[src/rtl/shchain_pkg.sv]
package shchain_pkg;

  typedef enum logic [2:0] {
    PS_IDLE,
    PS_STROBE,
    PS_SETTLE,
    PS_LOW,
    PS_HIGH
  } pass_st_t;

  typedef enum logic [1:0] {
    SQ_IDLE,
    SQ_FLUSH,
    SQ_SIZE,
    SQ_SEARCH
  } seq_st_t;

endpackage

[src/rtl/shchain_timer.sv]
module shchain_timer #(
  parameter int unsigned TICKS = 4
) (
  input  logic clk,
  input  logic rst_n,
  input  logic restart,
  output logic expired
);
  localparam int unsigned TW = (TICKS > 1) ? $clog2(TICKS) : 1;

  logic [TW-1:0] cnt;

  assign expired = (cnt == TW'(TICKS - 1));

  always_ff @(posedge clk or negedge rst_n) begin
    if (!rst_n)       cnt <= '0;
    else if (restart) cnt <= '0;
    else if (!expired) cnt <= cnt + 1'b1;
  end
endmodule

[src/rtl/shchain_pass.sv]
module shchain_pass
  import shchain_pkg::*;
#(
  parameter int unsigned PHASE = 4,
  parameter int unsigned CW    = 6
) (
  input  logic          clk,
  input  logic          rst_n,
  input  logic          go,
  input  logic          last_mode,
  input  logic          level,
  input  logic [CW-1:0] num,
  input  logic          sin_sync,
  output logic          ser_out,
  output logic          shift_clk,
  output logic          in_load,
  output logic          pass_done,
  output logic [CW-1:0] result,
  output logic          sample_evt
);
  pass_st_t      st;
  logic          lvl, keep_last, expired, restart, hit;
  logic [CW-1:0] nlim, idx;

  // first-match keeps the earliest hit, last-match overwrites with every hit
  function automatic logic [CW-1:0] next_res(input logic [CW-1:0] cur,
                                             input logic [CW-1:0] pos,
                                             input logic          is_hit,
                                             input logic          last);
    if (is_hit && (last || cur == '0)) return pos;
    return cur;
  endfunction

  assign sample_evt = expired && (st == PS_SETTLE || st == PS_HIGH) && (idx != nlim);
  assign hit        = (sin_sync == lvl);
  assign restart    = (st == PS_IDLE) ? go : expired;

  shchain_timer #(.TICKS(PHASE)) u_timer (
    .clk     (clk),
    .rst_n   (rst_n),
    .restart (restart),
    .expired (expired)
  );

  always_ff @(posedge clk or negedge rst_n) begin
    if (!rst_n) begin
      st        <= PS_IDLE;
      lvl       <= 1'b0;
      keep_last <= 1'b0;
      nlim      <= '0;
      idx       <= '0;
      result    <= '0;
      ser_out   <= 1'b0;
      shift_clk <= 1'b1;
      in_load   <= 1'b0;
      pass_done <= 1'b0;
    end else begin
      pass_done <= 1'b0;
      unique case (st)
        PS_IDLE: if (go) begin
          lvl       <= level;
          keep_last <= last_mode;
          nlim      <= num;
          idx       <= '0;
          result    <= '0;
          ser_out   <= level;
          in_load   <= last_mode;
          st        <= last_mode ? PS_STROBE : PS_SETTLE;
        end
        PS_STROBE: if (expired) begin
          in_load <= 1'b0;
          st      <= PS_SETTLE;
        end
        PS_SETTLE, PS_HIGH: if (expired) begin
          if (sample_evt) begin
            shift_clk <= 1'b0;
            idx       <= idx + 1'b1;
            result    <= next_res(result, idx + 1'b1, hit, keep_last);
            st        <= PS_LOW;
          end else begin
            pass_done <= 1'b1;
            st        <= PS_IDLE;
          end
        end
        PS_LOW: if (expired) begin
          shift_clk <= 1'b1;
          st        <= PS_HIGH;
        end
        default: st <= PS_IDLE;
      endcase
    end
  end
endmodule

[src/rtl/shchain_probe.sv]
module shchain_probe
  import shchain_pkg::*;
#(
  parameter int unsigned CLKS_PER_US = 50,
  parameter int unsigned PHASE_US    = 4,
  parameter int unsigned MAX_STAGES  = 32,
  parameter int unsigned ROUNDS      = 5
) (
  input  logic       clk,
  input  logic       rst_n,
  input  logic       start,
  input  logic       ser_in,
  output logic       ser_out,
  output logic       shift_clk,
  output logic       in_load,
  output logic       out_latch,
  output logic       done,
  output logic       error,
  output logic [5:0] total_cnt,
  output logic [5:0] in_cnt,
  output logic [5:0] out_cnt
);
  localparam int unsigned PHASE = PHASE_US * CLKS_PER_US;
  localparam int unsigned CW    = $clog2(MAX_STAGES + 1);
  localparam int unsigned RW    = (ROUNDS > 1) ? $clog2(ROUNDS) : 1;

  seq_st_t       sq;
  logic          s1, s2;
  logic          pass_go, go_last, go_lvl, pass_done, sample_evt;
  logic [CW-1:0] go_num, pass_res, best, best_n, tot;
  logic [RW-1:0] round;

  function automatic logic [CW-1:0] keep_max(input logic [CW-1:0] a, input logic [CW-1:0] b);
    return (b > a) ? b : a;
  endfunction

  function automatic logic [CW-1:0] split_rest(input logic [CW-1:0] all, input logic [CW-1:0] part);
    return all - part;
  endfunction

  assign out_latch = 1'b1;
  assign best_n    = keep_max(best, pass_res);

  // two-flop synchronizer, idles at the pulled-up level
  always_ff @(posedge clk or negedge rst_n) begin
    if (!rst_n) begin
      s1 <= 1'b1;
      s2 <= 1'b1;
    end else begin
      s1 <= ser_in;
      s2 <= s1;
    end
  end

  shchain_pass #(.PHASE(PHASE), .CW(CW)) u_pass (
    .clk        (clk),
    .rst_n      (rst_n),
    .go         (pass_go),
    .last_mode  (go_last),
    .level      (go_lvl),
    .num        (go_num),
    .sin_sync   (s2),
    .ser_out    (ser_out),
    .shift_clk  (shift_clk),
    .in_load    (in_load),
    .pass_done  (pass_done),
    .result     (pass_res),
    .sample_evt (sample_evt)
  );

  always_ff @(posedge clk or negedge rst_n) begin
    if (!rst_n) begin
      sq        <= SQ_IDLE;
      pass_go   <= 1'b0;
      go_last   <= 1'b0;
      go_lvl    <= 1'b0;
      go_num    <= '0;
      round     <= '0;
      best      <= '0;
      tot       <= '0;
      done      <= 1'b0;
      error     <= 1'b0;
      total_cnt <= '0;
      in_cnt    <= '0;
      out_cnt   <= '0;
    end else begin
      pass_go <= 1'b0;
      unique case (sq)
        SQ_IDLE: if (start) begin
          done      <= 1'b0;
          error     <= 1'b0;
          total_cnt <= '0;
          in_cnt    <= '0;
          out_cnt   <= '0;
          best      <= '0;
          pass_go   <= 1'b1;
          go_last   <= 1'b0;
          go_lvl    <= 1'b0;
          go_num    <= CW'(MAX_STAGES);
          sq        <= SQ_FLUSH;
        end
        SQ_FLUSH: if (pass_done) begin
          pass_go <= 1'b1;
          go_last <= 1'b0;
          go_lvl  <= 1'b1;
          go_num  <= CW'(MAX_STAGES);
          sq      <= SQ_SIZE;
        end
        SQ_SIZE: if (pass_done) begin
          if (pass_res == '0) begin
            error <= 1'b1;
            done  <= 1'b1;
            sq    <= SQ_IDLE;
          end else begin
            tot       <= pass_res - 1'b1;
            total_cnt <= 6'(pass_res - 1'b1);
            round     <= '0;
            pass_go   <= 1'b1;
            go_last   <= 1'b1;
            go_lvl    <= 1'b0;
            go_num    <= pass_res - 1'b1;
            sq        <= SQ_SEARCH;
          end
        end
        SQ_SEARCH: if (pass_done) begin
          best <= best_n;
          if (!go_lvl) begin
            pass_go <= 1'b1;
            go_lvl  <= 1'b1;
          end else if (round == RW'(ROUNDS - 1)) begin
            in_cnt  <= 6'(best_n);
            out_cnt <= 6'(split_rest(tot, best_n));
            done    <= 1'b1;
            sq      <= SQ_IDLE;
          end else begin
            round   <= round + 1'b1;
            pass_go <= 1'b1;
            go_lvl  <= 1'b0;
          end
        end
        default: sq <= SQ_IDLE;
      endcase
    end
  end
endmodule

[config.mk]
export PLATFORM = sky130hd
export DESIGN_NAME = shchain_probe
export DESIGN_NICKNAME = d
export VERILOG_FILES = /design/src/rtl/shchain_pkg.sv /design/src/rtl/shchain_timer.sv /design/src/rtl/shchain_pass.sv /design/src/rtl/shchain_probe.sv
export SDC_FILE = /design/constraint.sdc
export NUM_CORES = 1
export LEC_CHECK = 0
export ABC_CLOCK_PERIOD_IN_PS = 3500
export BUFFER_PORTS_ARGS = -buffer_cell sky130_fd_sc_hd__buf_4
export CAP_MARGIN = 10
export CORE_MARGIN = 3
export CORE_UTILIZATION = 41
export DETAILED_ROUTE_END_ITERATION = 7
export HOLD_SLACK_MARGIN = 0.08
export PLACE_DENSITY_LB_ADDON = 0.2
export SYNTH_ARGS = -nofsm -noshare
export SYNTH_HDL_FRONTEND = slang
export SYNTH_SLANG_ARGS = --single-unit
[constraint.sdc]
create_clock -name clk -period 3.5 [get_ports clk]
set_input_delay 0.7 -clock clk [delete_from_list [all_inputs] [get_ports clk]]
set_output_delay 0.7 -clock clk [all_outputs]
set_load 0.01 [all_outputs]
-- Word level (Yosys, flattened, before mapping)
Cells that the tools add are included.
- output and inout bits: 24
- flip-flop bits (word level): 82
- bits of input ports: 4
- $add $sub $neg: 5
- bitwise operators: 1
- reduce and logical (&&, ||, !) cells: 33
- magnitude comparators: 1
- equal/unequal tests: 27
- muxes and demuxes: 92
- operators with widths (kind ; count):
    6-bit 2-to-1 mux ; 20
    6-bit case mux with 2 select lines ; 6
    1-bit 2-to-1 mux ; 35
    3-bit 2-to-1 mux ; 9
    4-bit AND reduction ; 5
    5-bit AND reduction ; 4
    2-bit 2-to-1 mux ; 9
    2-bit inequality test (second input constant) ; 9
    6-bit case mux with 3 select lines ; 1
    8-bit 2-to-1 mux ; 2
    2-bit by 1-bit inequality test with 1-bit output (second input constant) ; 7
    3-bit case mux with 4 select lines ; 1
    6-bit AND reduction ; 2
    2-bit nonzero test ; 6
    3-bit AND reduction ; 3
    8-bit by 1-bit adder with 8-bit output (second input constant) ; 1
    8-bit == test (second input constant) ; 1
    1-bit case mux with 4 select lines ; 2
    2-bit case mux with 4 select lines ; 1
    7-bit AND reduction ; 1
    6-bit by 1-bit adder with 6-bit output (second input constant) ; 1
    3-bit by 2-bit == test with 1-bit output (second input constant) ; 2
    3-bit == test (second input constant) ; 2
    6-bit greater-than comparator ; 1
    other kinds (20) ; 28

-- Depth between registers and ports, before layout
Gate-level depths: netlist (run 1).
- word-level depth: 11
- gate-level depth with buffers: 14
- gate-level depth less buffers: 13

-- Hierarchy
A second synthesis (run 1) with hierarchy kept.
- cells, all modules: 415
- area total of the unflattened synthesis: 4322.9 um2
- by module, submodules not included (module ; cells an instance ; instances ; seq. area each (um2) ; area each (um2)):
    shchain_probe ; 246 ; 1 ; 1203.7 ; 2508.7
    shchain_pass ; 126 ; 1 ; 651.9 ; 1378.8
    shchain_timer ; 43 ; 1 ; 200.2 ; 435.4

-- Least setup slack after synthesis (run 1)
No wires, ideal clock.
- path type: register to register
- start point: register u_pass.result[4]
- end point: register out_cnt[4]
- clock period less this slack: 2.928 ns
- arrival time: 2.845 ns
- slack: 0.572 ns
- stages on the path, launching flop included: 14
- required time: 3.417 ns
- setup time: 0.083 ns
- cell sequence: dfrtp_1 > ha_1 > nand4_1 > o21ba_2 > o22a_1 > buf_2 > mux2_2 > ha_1 > fa_1 > inv_1 > a21o_1 > a21oi_1 > xor2_1 > o21ai_0
- longest elaborated chain between the ends: 7
- ends and longest elaborated chain (item ; line ; source):
    from (decl) ; shchain_pass.sv:18 ; output logic [CW-1:0] result,
    from (signal assigned) ; shchain_pass.sv:78 ; result <= next_res(result, idx + 1'b1, hit, keep_last);
    6-bit greater-than comparator ; shchain_probe.sv:34 ; return (b > a) ? b : a;
    6-bit 2-to-1 mux (*) ; shchain_probe.sv:34 ;
    6-bit subtractor (*) ; shchain_probe.sv:38 ; return all - part;
    6-bit 2-to-1 mux (*) ; shchain_probe.sv:130 ; end else if (round == RW'(ROUNDS - 1)) begin
    6-bit 2-to-1 mux (*) ; shchain_probe.sv:127 ; if (!go_lvl) begin
    6-bit 2-to-1 mux (*) ; shchain_probe.sv:125 ; SQ_SEARCH: if (pass_done) begin
    6-bit case mux with 2 select lines (*) ; shchain_probe.sv:88 ; unique case (sq)
    to (signal assigned) ; shchain_probe.sv:132 ; out_cnt <= 6'(split_rest(tot, best_n));
    to (decl) ; shchain_probe.sv:21 ; output logic [5:0] out_cnt
Mark *: on every way between the ends. The rest lies on a longest branch, timed or not. The select of a mux whose other input is x is not followed.
A chain may end at the register's enable or synchronous reset.

-- Final worst setup path (run 1)
- start point: register best[5]
- end point: register out_cnt[3]
- longest elaborated chain between the ends: 7
- ends and longest elaborated chain (item ; line ; source):
    from (decl) ; shchain_probe.sv:30 ; logic [CW-1:0] go_num, pass_res, best, best_n, tot;
    from (signal assigned) ; shchain_probe.sv:126 ; best <= best_n;
    6-bit greater-than comparator ; shchain_probe.sv:34 ;
    6-bit 2-to-1 mux ; shchain_probe.sv:34 ;
    6-bit subtractor ; shchain_probe.sv:38 ;
    6-bit 2-to-1 mux ; shchain_probe.sv:130 ;
    6-bit 2-to-1 mux ; shchain_probe.sv:127 ;
    6-bit 2-to-1 mux ; shchain_probe.sv:125 ;
    6-bit case mux with 2 select lines ; shchain_probe.sv:88 ;
Every way passes these cells. The select of a mux whose other input is x is not followed.

==> flow_summary.yaml, run 1 <==
clock_tree:
  cts.sink_count: 82
  clk-insertion-delay-late_ns: 0.35
  h-tree-depth: 3
  cts.root.buffer_cell: "sky130_fd_sc_hd__clkbuf_8"
  cts_hold_buf: 0
  cts.repair_timing.setup_buffer_count: 0
  clock_tree.buffer_depth: 2
  cts_resized: 0
  cts_tree: "done"
  clock_transition_at_the_register_clock_pins_on_the_worst_setup_and_hold_paths_after_cts_ns: 0.09
  clock_buffers_created_by_tritoncts: 9
floorplan:
  placement_rows: 36
  die_area_um2: 11800
  floorplan.die.width_um: 109
  io_pins: 28
  design.core.area_um2: 10000
  start_util: 0.433
  die_height_um: 109
worst_setup_path:
  cp_slowest_stage_delay_ns: 0.43
  cp_data_required_time_ns: 3.80
  timing.critical_path.slowest_stage_cell: "sky130_fd_sc_hd__a2111oi_0"
  maximum_fanout_count_along_the_critical_path: 7
  timing.critical_path.cells: "inv_1, ha_1, nand4_1, o21ba_2, o22a_2, mux2i_1, ha_1, nor2b_1, o31a_1, a2111oi_0, a21o_1"
  worst_path_dominant_cell_family: "compound AO/OA/AOI/OAI gates"
  critical_path_arrival_ns: 3.49
  buf_inv_on_cp: 1
  setup.worst_path.end_class: "register"
  startpoint_type: "register"
  timing_worst_setup_path_type: "register to register"
  most_common_cell_on_crit_path: "sky130_fd_sc_hd__ha_1"
synth:
  postSynthAreaPerCell_um2: 9.77
  synth-compound-area-share: 0.191
  synth_largest_type_area_fraction: 0.457
  fraction_of_synthesized_area_in_multiplexers: 0.0194
  netlist_area_um2: 4330
  ys_top_cells_by_area: "sky130_fd_sc_hd__dfrtp_1, sky130_fd_sc_hd__nand2_1, sky130_fd_sc_hd__ha_1, sky130_fd_sc_hd__xor2_1, sky130_fd_sc_hd__nand3_1"
  cell_type_with_the_largest_total_area_after_synthesis: "sky130_fd_sc_hd__dfrtp_1"
  ys.flop_type: "sky130_fd_sc_hd__dfrtp_1"
  netlist_instances: 443
  yosysWarningCount: 0
  syn-num-nets: 464
  synth_async_sr_flop_share: 1.00
  synth.lib_cells_used.distinct: 64
  ys_seq_elements: 82
  yosys.area_share.xor_xnor: 0.0425
  synth_seq_area_share: 0.475
  synthSimpleGateAreaFrac: 0.174
  largest_family_of_logic_cells_by_synthesized_area: "compound AO/OA/AOI/OAI gates"
  yosys.area_share.adder: 0.0509
  synth_enable_flop_cells: 0
sta:
  relSlewSlack: 0.510
  worst-slew-pin-transition_ns: 0.729
  totalNegativeSetupSlack_ns: 0
  finalCritPeriodShare: 0.912
  max_clock_freq_mhz: 313
  timing.final.setup_violations: 0
  finalHoldWorstSlack_ns: 0.296
  grt_setup_unrepaired: "no"
  finalClockSkew_ns: 0.0112
  layout_min_cycle_time_ns: 3.19
  hold_viol: 0
  report.final.slew_viol_count: 0
routing:
  detail_route.wirelength_mm: 9.59
  drt_pre_antenna_iters: 4
  dr_vias: 3345
  wl_per_cell_um: 15.7
  via_to_cell_ratio: 5.48
  antenna_left: 0
  first_iter_violations: 159
  post-route-drc-count: 0
power:
  power_density_nw_per_um2: 360
  vdd_ir_drop_max_uv: 152
  cell_leakage_power_nw: 2.33
cells_and_area:
  final-seq-area_um2: 2060
  final_layout_size_suffix_gt1_frac: 0.149
  leading_cell_types_in_the_layout_fill_and_taps_excluded: "sky130_fd_sc_hd__dfrtp_1, sky130_fd_sc_hd__nand2_1, sky130_fd_sc_hd__buf_4, sky130_fd_sc_hd__inv_1"
  multi_input_comb_area_um2: 2070
  nNetsFinal: 493
  layout_commonest_cell: "sky130_fd_sc_hd__dfrtp_1"
  antenna-diode-count: 0
  area.growth.synth_to_final_pct: 12.8
  fillers: 979
grt:
  grt_first_pass_wirelength_mm: 16.4
  globalRoute.totalOverflow: 0
  antenna_found_initial: 0
  vias_in_the_first_global_route: 3263
  track_usage: 0.177
  grt_max_degree: 36
status:
  outcome: "completed"
place:
  gp_routability_congestion: 0.890
  dp_hpwl_mm: 6.92
  io_buffers: 26
min_path:
  min-delay-path-class: "input pin to asynchronous set/reset pin"
flow_run:
  max-cap-violations: 0
==> state kept, by name (all words and copies together), names as in the netlist, 2 cells and up <==
register / flops
u_pass.idx: 6
u_pass.result: 6
sq: 2
u_pass.u_timer.cnt: 8
total_cnt: 6
round: 3
tot: 6
u_pass.nlim: 6
out_cnt: 6
best: 6
go_num: 6
u_pass.st: 3
in_cnt: 6
==> per-layer routing <==
layer	part of all wire	track usage	up-vias
met5	0	0	-
met4	0.023	0.0739	0
met3	0.043	0.0302	15
met2	0.45	0.274	75
met1	0.48	0.246	1622
li1	-	-	1633
==> cell families after synthesis <==
kind of cell,Yosys count
other cells,1
flops,82
mux,8
fa+ha+maj,17
buf+inv,42
xor+xnor,21
compound gates,118
simple gates,154
==> cell usage after synthesis (all sizes together), types with 3 or more instances <==
| cell | count |
|---|---|
| nand2b | 5 |
| o22ai | 6 |
| xor2 | 14 |
| a21o | 12 |
| a211oi | 6 |
| nand4 | 3 |
| inv | 24 |
| a22o | 8 |
| nor3 | 7 |
| ha | 16 |
| dfrtp | 79 |
| or3 | 4 |
| nand3 | 23 |
| nand2 | 63 |
| and2 | 5 |
| o21ai | 24 |
| nor2 | 25 |
| o211ai | 6 |
| o311ai | 4 |
| and3 | 5 |
| a21oi | 18 |
| o31ai | 7 |
| dfstp | 3 |
| mux2i | 5 |
| mux2 | 3 |
| o21a | 6 |
| nor2b | 5 |
| xnor2 | 7 |
| a31oi | 5 |
| buf | 12 |
| clkbuf | 6 |
==> final timing paths <==
check / startpoint / end / slack [ns] / depth (start not counted)
worst max-delay path: best[5] / out_cnt[3] / 0.31 / 11
worst min-delay path: rst_n / u_pass.u_timer.cnt[5] / 0.30 / 1
worst max register to register: best[5] / out_cnt[3] / 0.31 / 11
worst min register to register: s1 / s2 / 0.36 / 0
max in group asynchronous: rst_n / s2 / 2.47 / 2
min in group clk: s1 / s2 / 0.36 / 0
==> power breakdown <==
group | internal (mW) | switching [mW] | total [mW]
logic | 0.00538 | 0.0221 | 0.0275
registers | 0.949 | 0.000466 | 0.949
clock network | 0.423 | 0.357 | 0.780
total | 1.38 | 0.380 | 1.76
==> cell type report <==
| cell class | count | share of cell area |
|---|---|---|
| multi-input combinational | 319 | 0.424 |
| sequential | 82 | 0.421 |
| timing repair buffer | 36 | 0.0554 |
| tap | 133 | 0.0341 |
| clock buffer | 10 | 0.0282 |
| clock inverter | 6 | 0.0185 |
| inverter | 24 | 0.0185 |
==> stage by stage <==
step / std cells / area [um2] / total power [mW] / utilization / setup WS [ns]
6_report: 610 / 4880 / 1.76 / 0.488 / 0.309
5_1_grt: 610 / 4880 / 1.83 / 0.488 / 0.110
4_1_cts: 610 / 4880 / 1.78 / 0.488 / 0.234
3_5_place_dp: 594 / 4650 / 0.997 / 0.465 / 0.250
3_3_place_gp: 594 / 4650 / 0.997 / 0.465 / 0.282
2_1_floorplan: 443 / 4330 / 0.973 / - / 0.572
(Power assumes the default switching activity.)
==> run 2: changes to the inputs <==
--- a/config.mk
+++ b/config.mk
@@ -9,7 +9,7 @@
 export BUFFER_PORTS_ARGS = -buffer_cell sky130_fd_sc_hd__buf_4
 export CAP_MARGIN = 10
 export CORE_MARGIN = 3
-export CORE_UTILIZATION = 41
+export CORE_UTILIZATION = 60
 export DETAILED_ROUTE_END_ITERATION = 7
 export HOLD_SLACK_MARGIN = 0.08
 export PLACE_DENSITY_LB_ADDON = 0.2
==> run 2 against run 1 <==
Global-route usage is 5.8 points higher. Clock power is 21% lower. Worst hold slack better by 0.073 ns. Maximum frequency is 2.0% lower. Utilization is 20 points higher. Setup slack worse by 0.065 ns.
==> flow_summary.yaml, run 2 (synthesis results as in run 1) <==
floorplan:
  floorplan.die.width_um: 90.9
  die_area_um2: 8270
  io_pins: 28
  placement_rows: 30
  die_height_um: 90.9
  design.core.area_um2: 6910
  start_util: 0.626
worst_setup_path:
  maximum_fanout_count_along_the_critical_path: 7
  setup.worst_path.end_class: "register"
  timing.rr.end: "out_cnt[5]"
  reg2reg_depth: 12
  worst_path_dominant_cell_family: "compound AO/OA/AOI/OAI gates"
  crit_reg_reg_startpoint: "best[4]"
  timing.critical_path.cells: "inv_1, ha_1, nand4_1, o21ba_2, o22a_1, mux2i_1, ha_1, nor2b_1, o31a_1, o211ai_1, o311ai_0, o211ai_1"
  timing.critical_path.slowest_stage_cell: "sky130_fd_sc_hd__dfrtp_1"
  cp_slowest_stage_delay_ns: 0.38
  rrSetupSlack_ns: 0.24
  timing_worst_setup_path_type: "register to register"
  startpoint_type: "register"
  buf_inv_on_cp: 1
  critical_path_arrival_ns: 3.53
  cp_data_required_time_ns: 3.77
power:
  power_density_nw_per_um2: 334
  switching_pwr_uw: 366
  clockPowerShare: 0.389
  sw_frac_of_total: 0.230
  seq_power_share: 0.596
  combPwrFrac: 0.015
  vdd_ir_drop_max_uv: 200
  p_int_mw: 1.23
  design_power_total_mw: 1.59
  cell_leakage_power_nw: 2.29
clock_tree:
  clk-insertion-delay-late_ns: 0.35
  clock_buffers_created_by_tritoncts: 9
  clock_transition_at_the_register_clock_pins_on_the_worst_setup_and_hold_paths_after_cts_ns: 0.08
  h-tree-depth: 3
  cts.sink_count: 82
  clock_tree.buffer_depth: 2
  cts_tree: "done"
  cts.root.buffer_cell: "sky130_fd_sc_hd__clkbuf_8"
  cts_hold_buf: 0
place:
  placed_cells_incl_taps: 555
  io_buffers: 26
  gp_routability_congestion: 0.884
  placement.cell_area_um2: 4590
  place_ws_ns: 0.300
  dp_hpwl_mm: 6.52
sta:
  timing.final.setup_violations: 0
  timing.final.ws_setup_ns: 0.244
  max_clock_freq_mhz: 307
  grt_setup_unrepaired: "no"
  finalHoldWorstSlack_ns: 0.369
  totalNegativeSetupSlack_ns: 0
  worst-slew-pin-transition_ns: 1.01
  layout_min_cycle_time_ns: 3.26
  finalClockSkew_ns: 0.00874
  report.final.slew_viol_count: 0
  finalCritPeriodShare: 0.930
  hold_viol: 0
  relSlewSlack: 0.329
grt:
  track_usage: 0.235
  vias_in_the_first_global_route: 3224
  grt_max_degree: 83
  globalRoute.totalOverflow: 0
  antenna_found_initial: 0
  grt_first_pass_wirelength_mm: 15.6
routing:
  drt_pre_antenna_iters: 4
  via_to_cell_ratio: 5.78
  first_iter_violations: 205
  post-route-drc-count: 0
  antenna_left: 0
  dr_vias: 3299
  wl_per_cell_um: 15.7
  detail_route.wirelength_mm: 8.96
min_path:
  min-delay-path-class: "register to register"
  hold_path_startpoint: "s1"
  holdPathEnd: "s2"
  min_path_cells: 0
cells_and_area:
  most_flop_heavy_register: "u_pass.u_timer.cnt"
  layout_cells_excl_fill: 571
  area.growth.synth_to_final_pct: 10.1
  number_of_flip_flops_in_the_largest_register: 8
  antenna-diode-count: 0
  finalInstanceArea_um2: 4760
  layout_commonest_cell: "sky130_fd_sc_hd__dfrtp_1"
  final_layout_size_suffix_gt1_frac: 0.141
  nNetsFinal: 491
  leading_cell_types_in_the_layout_fill_and_taps_excluded: "sky130_fd_sc_hd__dfrtp_1, sky130_fd_sc_hd__nand2_1, sky130_fd_sc_hd__buf_4, sky130_fd_sc_hd__inv_1"
  final_util: 0.690
flow_run:
  max-cap-violations: 0
status:
  outcome: "completed"
==> run 2: worst max path at each step <==
stage                     slack (ns)             start  depth (start not counted)         end
after floorplan                 0.57  u_pass.result[4]                         13  out_cnt[4]
after global placement          0.37           best[5]                         11  out_cnt[3]
after detailed placement        0.30           best[4]                         12  out_cnt[5]
after CTS                       0.28           best[4]                         12  out_cnt[5]
after global routing           0.009           best[4]                         12  out_cnt[5]
final                           0.24           best[4]                         12  out_cnt[5]
==> run 2: per-layer routing <==
metal,wire [um],part of all wire,global-route usage,up-vias
met5,0,0,0,-
met4,250,0.028,0.102,0
met3,339,0.038,0.0450,23
met2,4240,0.47,0.373,71
met1,4130,0.46,0.313,1573
li1,-,-,-,1632
==> run 2: cell type report <==
type                    instances  area (um2)
fillers                       566        2140
multi-input cells             319        2070
flip-flops and latches         82        2060
repair buffers                 34         255
clock buffers                  11         141
well taps                      96         120
inverters                      24        90.1
clock inverters                 5        30.0
==> run 2: timing repair <==
item,CTS,global route
setup endpoints to repair,0,2
gates resized for setup,0,1
buffers inserted,0,0
==> run 2: worst reg2reg max path, stage by stage, from the launching register on <==
cell	delay, ns
sky130_fd_sc_hd__dfrtp_1	0.38
sky130_fd_sc_hd__inv_1	0.05
sky130_fd_sc_hd__ha_1	0.31
sky130_fd_sc_hd__nand4_1	0.19
sky130_fd_sc_hd__o21ba_2	0.31
sky130_fd_sc_hd__o22a_1	0.33
sky130_fd_sc_hd__mux2i_1	0.36
sky130_fd_sc_hd__ha_1	0.29
sky130_fd_sc_hd__nor2b_1	0.15
sky130_fd_sc_hd__o31a_1	0.26
sky130_fd_sc_hd__o211ai_1	0.26
sky130_fd_sc_hd__o311ai_0	0.18
sky130_fd_sc_hd__o211ai_1	0.12
==> run 2: power by group through the flow <==
| stage | registers, mW | clock network, mW | logic, mW |
|---|---|---|---|
| finish | 0.949 | 0.619 | 0.0244 |
| CTS | 0.949 | 0.631 | 0.0259 |
| detailed placement | 0.968 | 0 | 0.0259 |
| floorplan | 0.968 | 0 | 0.00474 |
| global placement | 0.968 | 0 | 0.0259 |
| global route | 0.949 | 0.679 | 0.0287 |
==> run 3: changes to the inputs <==
--- a/config.mk
+++ b/config.mk
@@ -12,6 +12,7 @@
 export CORE_UTILIZATION = 60
 export DETAILED_ROUTE_END_ITERATION = 7
 export HOLD_SLACK_MARGIN = 0.08
+export MAX_ROUTING_LAYER = met4
 export PLACE_DENSITY_LB_ADDON = 0.2
 export SYNTH_ARGS = -nofsm -noshare
 export SYNTH_HDL_FRONTEND = slang
==> run 3 against run 2 <==
Count of clock-buffer cells in the layout unchanged. First-iteration DRC count up 2.9%. Critical path depth unchanged. Worst hold slack about the same. Final area unchanged. Register-to-register slack better by 0.02 ns. Non-clock buffer count unchanged. Largest cell class unchanged. Largest power group unchanged. Highest routed layer unchanged.
==> flow_summary.yaml, run 3 (synthesis results as in run 1) <==
grt:
  grt_max_degree: 83
  globalRoute.totalOverflow: 0
  grt_first_pass_wirelength_mm: 15.6
  vias_in_the_first_global_route: 3209
  antenna_found_initial: 0
  track_usage: 0.242
sta:
  finalHoldWorstSlack_ns: 0.369
  finalClockSkew_ns: 0.0121
  report.final.slew_viol_count: 0
  max_clock_freq_mhz: 309
  finalCritPeriodShare: 0.925
  totalNegativeSetupSlack_ns: 0
  worst-slew-pin-transition_ns: 1.01
  layout_min_cycle_time_ns: 3.24
  hold_viol: 0
  relSlewSlack: 0.330
  timing.final.setup_violations: 0
  grt_setup_unrepaired: "no"
floorplan:
  placement_rows: 30
  floorplan.die.width_um: 90.9
  start_util: 0.626
  io_pins: 28
  die_height_um: 90.9
  die_area_um2: 8270
  design.core.area_um2: 6910
place:
  io_buffers: 26
  dp_hpwl_mm: 6.52
  gp_routability_congestion: 0.899
worst_setup_path:
  maximum_fanout_count_along_the_critical_path: 7
  timing.critical_path.slowest_stage_cell: "sky130_fd_sc_hd__dfrtp_1"
  cp_slowest_stage_delay_ns: 0.38
  worst_path_dominant_cell_family: "compound AO/OA/AOI/OAI gates"
  timing.critical_path.cells: "inv_1, ha_1, nand4_1, o21ba_2, o22a_1, mux2i_1, ha_1, nor2b_1, o31a_1, o211ai_1, o311ai_0, o211ai_1"
  critical_path_arrival_ns: 3.50
  timing_worst_setup_path_type: "register to register"
  setup.worst_path.end_class: "register"
  cp_data_required_time_ns: 3.77
  startpoint_type: "register"
  buf_inv_on_cp: 1
clock_tree:
  cts.sink_count: 82
  cts_tree: "done"
  clk-insertion-delay-late_ns: 0.35
  h-tree-depth: 3
  clock_buffers_created_by_tritoncts: 9
  cts.root.buffer_cell: "sky130_fd_sc_hd__clkbuf_8"
  clock_tree.buffer_depth: 2
  clock_transition_at_the_register_clock_pins_on_the_worst_setup_and_hold_paths_after_cts_ns: 0.09
cells_and_area:
  leading_cell_types_in_the_layout_fill_and_taps_excluded: "sky130_fd_sc_hd__dfrtp_1, sky130_fd_sc_hd__nand2_1, sky130_fd_sc_hd__buf_4, sky130_fd_sc_hd__inv_1"
  nNetsFinal: 491
  final_layout_size_suffix_gt1_frac: 0.141
  layout_commonest_cell: "sky130_fd_sc_hd__dfrtp_1"
  antenna-diode-count: 0
  area.growth.synth_to_final_pct: 10.1
  number_of_flip_flops_in_the_largest_register: 8
  most_flop_heavy_register: "u_pass.u_timer.cnt"
status:
  outcome: "completed"
flow_run:
  max-cap-violations: 0
routing:
  detail_route.wirelength_mm: 9.00
  wl_per_cell_um: 15.8
  via_to_cell_ratio: 5.74
  drt_pre_antenna_iters: 6
  dr_vias: 3277
  post-route-drc-count: 0
  antenna_left: 0
  first_iter_violations: 211
min_path:
  min-delay-path-class: "register to register"
power:
  cell_leakage_power_nw: 2.29
  vdd_ir_drop_max_uv: 200
  power_density_nw_per_um2: 335
run 3: cell counts in the layout (fill, tap and decap cells not counted):
Identical to the previous run, type by type.
run 3: timing repair:
item	in CTS	in global routing
endpoints found under the hold margin	0	0
buffers inserted	0	0
endpoints found under the setup margin	0	2
hold buffers	0	0
resized for setup	0	1
run 3: cell type report:
type                    instances  area [um2]
inverters                      24        90.1
clock buffers                  11         141
fillers                       566        2140
well taps                      96         120
repair buffers                 34         255
multi-input cells             319        2070
flip-flops and latches         82        2060
clock inverters                 5        30.0
run 3: power by group:
part | internal (mW) | total, mW | switching (mW) | leakage (nW)
Combinational | 0.00382 | 0.0244 | 0.0206 | 1.17
Sequential | 0.949 | 0.949 | 0.000485 | 1.03
Clock | 0.274 | 0.622 | 0.349 | 0.0851
run 3: stage by stage:
step / worst slack [ns] / area (um2) / total power [mW] / instances / utilization
2_1_floorplan: 0.572 / 4330 / 0.973 / 443 / -
3_3_place_gp: 0.369 / 4590 / 0.994 / 555 / 0.665
3_5_place_dp: 0.300 / 4590 / 0.994 / 555 / 0.665
4_1_cts: 0.280 / 4760 / 1.61 / 571 / 0.690
5_1_grt: 0.00927 / 4760 / 1.66 / 571 / 0.690
6_report: 0.263 / 4760 / 1.60 / 571 / 0.690
run 3: final timing paths:
check                             endpoint  slack (ns)  cells past startpoint     from
worst max-delay path            out_cnt[5]        0.26                     12  best[4]
worst min-delay path                    s2        0.37                      0       s1
worst max register to register  out_cnt[5]        0.26                     12  best[4]
worst min register to register          s2        0.37                      0       s1
max in group asynchronous          best[1]        2.34                      1    rst_n
min in group asynchronous           tot[0]        0.50                      1    rst_n
run 3: layer usage:
metal	track usage	up-vias	routed length [um]	share of wire
met2	0.373	70	4240	0.47
met1	0.316	1557	4160	0.46
li1	-	1628	-	-
met3	0.0450	22	346	0.038
met4	0.102	0	249	0.028
met5	-	-	0	0
